<file path="src/rtl/bus_demux_pkg.sv">
package bus_demux_pkg;

    localparam int LO_W   = 8;
    localparam int MID_W  = 8;
    localparam int HI_W   = 4;
    localparam int ADDR_W = LO_W + MID_W + HI_W;
    localparam int DATA_W = LO_W;
    localparam int NSTRB  = 2;

    typedef struct packed {
        logic [HI_W-1:0]  hi;
        logic [MID_W-1:0] mid;
        logic [LO_W-1:0]  lo;
    } addr_t;

    typedef enum logic {
        DIR_TO_PROC = 1'b0,
        DIR_TO_MEM  = 1'b1
    } dir_e;

    typedef struct packed {
        logic to_mem;
        logic to_proc;
    } drv_en_t;

    function automatic addr_t join_addr(
        input logic [HI_W-1:0]  hi,
        input logic [MID_W-1:0] mid,
        input logic [LO_W-1:0]  lo
    );
        addr_t a;
        a.hi  = hi;
        a.mid = mid;
        a.lo  = lo;
        return a;
    endfunction

    function automatic drv_en_t steer(input logic en, input dir_e dir);
        drv_en_t d;
        d.to_mem  = en && (dir == DIR_TO_MEM);
        d.to_proc = en && (dir == DIR_TO_PROC);
        return d;
    endfunction

endpackage

</file>
<file path="src/rtl/bdx_addr_latch.sv">
module bdx_addr_latch
    import bus_demux_pkg::*;
(
    input  logic  clk,
    input  logic  rst,
    input  logic  ale,
    input  addr_t live,
    output addr_t addr
);

    addr_t held_q;

    always_ff @(posedge clk) begin
        if (rst) begin
            held_q <= '0;
        end else if (ale) begin
            held_q <= live;
        end
    end

    assign addr = ale ? live : held_q;


    held_stable_chk: assert property (@(posedge clk) disable iff (rst)
        !ale |=> $stable(held_q));


    fall_value_chk: assert property (@(posedge clk) disable iff (rst)
        (!ale && $past(ale) && !$past(rst)) |-> (addr == $past(live)));


    open_follow_chk: assert property (@(posedge clk) disable iff (rst)
        ale |-> (addr == live));

endmodule

</file>
<file path="src/rtl/bdx_data_path.sv">
module bdx_data_path
    import bus_demux_pkg::*;
(
    input  logic              clk,
    input  logic              rst,
    input  logic              en,
    input  logic              dir,
    input  logic [DATA_W-1:0] proc_side,
    input  logic [DATA_W-1:0] mem_side,
    output logic [DATA_W-1:0] to_mem,
    output logic              to_mem_oe,
    output logic [DATA_W-1:0] to_proc,
    output logic              to_proc_oe
);

    drv_en_t drv;

    always_comb begin
        drv = steer(en, dir_e'(dir));
    end

    assign to_mem     = proc_side;
    assign to_proc    = mem_side;
    assign to_mem_oe  = drv.to_mem;
    assign to_proc_oe = drv.to_proc;


    no_contention_chk: assert property (@(posedge clk) disable iff (rst)
        $onehot0({to_mem_oe, to_proc_oe}));


    idle_float_chk: assert property (@(posedge clk) disable iff (rst)
        !en |-> (!to_mem_oe && !to_proc_oe));

endmodule

</file>
<file path="src/rtl/bdx_strobe_gate.sv">
module bdx_strobe_gate
    import bus_demux_pkg::*;
(
    input  logic             clk,
    input  logic             rst,
    input  logic             io_cyc,
    input  logic [NSTRB-1:0] strb_n_in,
    output logic [NSTRB-1:0] strb_n_out
);

    for (genvar g = 0; g < NSTRB; g++) begin : g_strb
        assign strb_n_out[g] = strb_n_in[g] | io_cyc;
    end


    io_quiet_chk: assert property (@(posedge clk) disable iff (rst)
        io_cyc |-> (&strb_n_out));


    mem_pass_chk: assert property (@(posedge clk) disable iff (rst)
        !io_cyc |-> (strb_n_out == strb_n_in));

endmodule

</file>
<file path="src/rtl/bus_demux.sv">
module bus_demux
    import bus_demux_pkg::*;
(
    input  logic              clk,
    input  logic              rst,
    input  logic              ale,
    input  logic [LO_W-1:0]   ad_in,
    input  logic [MID_W-1:0]  a_mid,
    input  logic [HI_W-1:0]   a_hi_st,
    input  logic              dt_r,
    input  logic              xcvr_en,
    input  logic              io_m,
    input  logic              rd_n,
    input  logic              wr_n,
    input  logic [DATA_W-1:0] mem_rdata,
    output logic [ADDR_W-1:0] addr,
    output logic [DATA_W-1:0] mem_wdata,
    output logic              mem_wdata_oe,
    output logic [DATA_W-1:0] proc_rdata,
    output logic              proc_rdata_oe,
    output logic              mem_rd_n,
    output logic              mem_wr_n
);

    addr_t            live_a;
    addr_t            out_a;
    logic [NSTRB-1:0] strb_in;
    logic [NSTRB-1:0] strb_out;

    assign live_a  = join_addr(a_hi_st, a_mid, ad_in);
    assign addr    = out_a;
    assign strb_in = {wr_n, rd_n};

    bdx_addr_latch u_latch (
        .clk  (clk),
        .rst  (rst),
        .ale  (ale),
        .live (live_a),
        .addr (out_a)
    );

    bdx_data_path u_data (
        .clk        (clk),
        .rst        (rst),
        .en         (xcvr_en),
        .dir        (dt_r),
        .proc_side  (ad_in),
        .mem_side   (mem_rdata),
        .to_mem     (mem_wdata),
        .to_mem_oe  (mem_wdata_oe),
        .to_proc    (proc_rdata),
        .to_proc_oe (proc_rdata_oe)
    );

    bdx_strobe_gate u_strb (
        .clk        (clk),
        .rst        (rst),
        .io_cyc     (io_m),
        .strb_n_in  (strb_in),
        .strb_n_out (strb_out)
    );

    assign mem_rd_n = strb_out[0];
    assign mem_wr_n = strb_out[1];


    status_ignored_chk: assert property (@(posedge clk) disable iff (rst)
        (!ale && $past(!ale) && !$past(rst)) |-> $stable(addr));

endmodule

</file>
<file path="config.mk">
export PLATFORM = sky130hd
export DESIGN_NAME = bus_demux
export DESIGN_NICKNAME = d
export VERILOG_FILES = /design/src/rtl/bus_demux_pkg.sv /design/src/rtl/bdx_addr_latch.sv /design/src/rtl/bdx_data_path.sv /design/src/rtl/bdx_strobe_gate.sv /design/src/rtl/bus_demux.sv
export SDC_FILE = /design/constraint.sdc
export NUM_CORES = 1
export LEC_CHECK = 0
export ABC_AREA = 0
export BUFFER_PORTS_ARGS = -buffer_cell sky130_fd_sc_hd__buf_2
export CORE_MARGIN = 3
export CORE_UTILIZATION = 39
export DETAILED_ROUTE_END_ITERATION = 8
export MAX_ROUTING_LAYER = met4
export PLACE_DENSITY_LB_ADDON = 0.3
export SLEW_MARGIN = 20
export SYNTH_ARGS = -nofsm -noshare
export SYNTH_HDL_FRONTEND = slang
export SYNTH_SLANG_ARGS = --single-unit
</file>
<file path="constraint.sdc">
create_clock -name clk -period 1.4 [get_ports clk]
set_clock_uncertainty 0.15 [all_clocks]
set_input_delay 0.21 -clock clk [delete_from_list [all_inputs] [get_ports clk]]
set_output_delay 0.21 -clock clk [all_outputs]
set_load 0.05 [all_outputs]
</file>
# Yosys cells after proc, flatten, opt, wreduce, memory -nomap -nowiden
# Index checks and enable logic that the tools add are counted.
totals:
  ff_bits: 20
  latchBits: 0
  mem_bits_rw: 0
  romBits: 0
  input_bits: 36
  out_inout_bits: 40
  word_cells: 9
  memories: 0
op_classes:
  n_addsub: 0
  n_mul: 0
  n_div: 0
  n_lt_le_gt_ge: 0
  n_eq_ne: 0
  shifts: 0
  muxes: 1
  n_bitwise: 3
  reduce_logical: 2
op_table:
  columns: ["operator", "n"]
  rows:
  - ["2-to-1 mux 20 bit", 1]
  - ["logical AND 1 bit", 2]
  - ["OR 1 bit", 2]
  - ["NOT 1 bit", 1]

# Logic depth before layout (Yosys ltp)
logic_depth:
  word_depth: 2
  mapped_depth: 3
  depth_no_buf: 2

# Cells and area by module
# Synthesis repeated with hierarchy kept, for this count alone.
hier_totals:
  cells_unflattened: 84
  area_unflattened_um2: 1012.2
by_module_without_submodules:
  columns: ["module", "n_inst", "cells_each", "area_per_inst_um2", "seq_area_each_um2"]
  rows:
  - ["bdx_addr_latch", 1, 64, 863.3, 400.4]
  - ["bdx_data_path", 1, 18, 136.4, 0.0]
  - ["bdx_strobe_gate", 1, 2, 12.5, 0.0]

# Least setup slack after synthesis
# No wires, ideal clock.
synth_timing:
  path_type: "in2out"
  startpoint: "input port xcvr_en"
  endpoint: "output port proc_rdata_oe"
  t_arrival_ns: 0.917
  required_ns: 1.040
  path_slack_ns: 0.123
  path_stages: 1
  n_path_buf: 0
  cell_sequence: "nor2b_1"
synth_via:
  elab_chain_cells: 1
synth_rtl:
  columns: ["item", "line", "rtl"]
  rows:
  - ["from (decl)", "bus_demux.sv:11", "input logic xcvr_en,"]
  - ["logical AND 1 bit", "bus_demux_pkg.sv:41", "d.to_proc = en && (dir == DIR_TO_PROC);"]
  - ["to (decl)", "bus_demux.sv:20", "output logic proc_rdata_oe,"]
# No other way between the ends.

# Final worst setup path
layout_timing:
  startpoint: "register u_latch.held_q[17] (netlist name)"
  endpoint: "output port addr[17]"
layout_via:
  elab_chain_cells: 1
layout_rtl:
  columns: ["item", "line", "rtl"]
  rows:
  - ["from (decl)", "bdx_addr_latch.sv:11", "addr_t held_q;"]
  - ["from (signal assigned)", "bdx_addr_latch.sv:17", "held_q <= live;"]
  - ["2-to-1 mux 20 bit", "bdx_addr_latch.sv:21", "assign addr = ale ? live : held_q;"]
  - ["to (decl)", "bus_demux.sv:16", "output logic [ADDR_W-1:0] addr,"]
# No other way between the ends.

==> reports/summary.txt <==
Largest register FFs = 20
Worst EP arrival = 1.05 ns
DRC = 0
P_leak = 0.699 nW
Fill cell total of the finished layout = 205
RSZ-0062 raised after global routing = yes
Final worst path period need = 1.41 ns
Largest cells by area after synthesis = dfxtp_1 40%, mux2_4 30%, nor2b_1 13%, buf_4 12%, buf_6 2.3%
NumNets Final = 167
Die X = 56.7 µm
Starting Density = 0.432
CTS H-Tree Depth = 1
Core area = 2320 µm²
CP Max Fanout = 2
Tot Pwr = 0.00150 W
Worst path required time = 1.04 ns
Drt pass-1 iters = 2
Worst setup path start = u_latch.held_q[17]
Max-cap violations = 0
CTS Buf Count = 3
Final setup fails = 4
Hold Crit Start = a_mid[3]
Hold slack = 0.123 ns
Worst r2r src = u_latch.held_q[19]
Starting DRT DRC Count = 2
Crit end category = primary output
Sequential fraction of the synthesis area = 0.400
Root Driver = clkbuf_4
Crit share post-route = 1.00
Port-buffer cells = 59
CTS clk-pin slew, worst paths = 0.11 ns
IR drop worst, VDD = 0.000748 V
Post-synthesis cell count = 84
Antenna fix cells = 0
FP Rows = 17
Largest register by flop count = u_latch.held_q
Clock tree buffer depth = 2
Mapped cell area = 1000 µm²
Setup crit start kind = flop
Die ar. = 3210 µm²
Vias post-DR = 716
Proportion of layout cells with a drive suffix above 1 = 0.677
Placer Congestion = 0.629
Relative slew slack = 0.758
Commonest non-fill, non-tap cells in the layout = 39 x buf_2, 21 x nor2b_1, 20 x mux2_4, 20 x dfxtp_1, 19 x buf_6
Avg Synthesized Cell Area = 11.9 µm²
Final-report max-slew violation count = 0
Area leader, netlist = dfxtp_1
Final cell count without fillers = 158
Final-report hold violation count = 0
Wire per inst = 12.4 µm
Clk_lat worst skew = 0.29 ns
CP Class = flop to primary output
Top flop regs = u_latch.held_q x20
Total number of yosys warnings = 0
Largest net degree at the start of global routing = 21
CTS tree = built
GRT Overall Usage = 0.127
HPWL after DPL = 1.41 mm
Highest Clock Rate = 0.711 GHz
Die Y = 56.7 µm
First-pass GRT wire length = 3.25 mm
Sink Count = 20
PnR worst setup slack = -0.00622 ns
Least-Margin Pin Slew = 0.363 ns
Pre-CTS WS = 0.000305 ns
Gr ovfl total = 0
Min-Delay Path Class = input port to flop
Post-synth top area share = 0.400
Count of cell types in the netlist = 8
Status = finished, violations left
Failing checks = negative setup slack
Detail Route Antenna Nets = 0
Vias in the first global route = 754
Antenna violations before repair = 0
Inst Count DP = 153
Hold buffers post-CTS = 0
PD cells = 1090 nW/µm²
Vias per inst = 4.53
Synthesized Nets = 120
Final Routed Wirelength = 1.95 mm
Yosys reg bits = 20
Area growth from synthesis to layout = 38.0%
Commonest non-fill, non-tap cell in the layout = buf_2
Top Ports = 76
-- kinds of logic after synthesis --
kind of cell / Yosys count / share of synthesized area
DFF: 20 / 0.400
and+or+nand+nor: 24 / 0.150
buffers and inverters: 20 / 0.150
muxes: 20 / 0.300
-- power by group --
part | switching [W] | internal (W)
sequential | 0.00000920 | 0.000603
combinational | 0.000330 | 0.000229
clock | 0.000170 | 0.000158
-- through the flow --
stage / utilization / cell area, µm² / setup TNS (ns)
floorplan: - / 1000 / 0
global placement: 0.521 / 1210 / 0
detailed placement: 0.521 / 1210 / 0
CTS: 0.596 / 1380 / -0.299
global route: 0.596 / 1380 / -0.666
finish: 0.596 / 1380 / -0.0156
-- worst max-delay path, cell delays in order (launching register included) --
cell and delay, ns:
dfxtp_1 0.32, mux2_4 0.27, buf_6 0.15
-- cells in the mapped netlist --
| master | n |
|---|---|
| dfxtp_1 | 20 |
| buf_4 | 16 |
| nor2b_1 | 21 |
| buf_6 | 2 |
| and2_1 | 1 |
| or2_2 | 2 |
| clkbuf_1 | 2 |
| mux2_4 | 20 |
-- layout make-up --
type,count,area [µm²],area share
clock buffer,4,36.3,0.0263
timing repair buffer,62,459,0.332
multi-input combinational,44,450,0.326
sequential,20,400,0.290
tap,28,35.0,0.0254
-- path summary, 6_finish.rpt --
check	endpoint	slack (ns)	cells after the start
max	addr[17]	-0.006	2
min	u_latch.held_q[11]	0.12	3
max reg2reg	u_latch.held_q[19]	0.30	3
min reg2reg	u_latch.held_q[4]	0.46	2
-- repair_timing --
action | CTS | global route
buffers inserted | 1 | 0
endpoints found under the hold margin | 0 | 0
pin swaps | 0 | 0
gates resized for setup | 41 | 0
setup endpoints to repair | 20 | 20
-- layer usage --
layer,vias up,track usage,wire length (µm)
li1,343,-,-
met1,327,0.153,779
met2,38,0.203,949
met3,8,0.0345,203
met4,0,0.0475,21
met5,-,-,0
(Power assumes the default switching activity.)
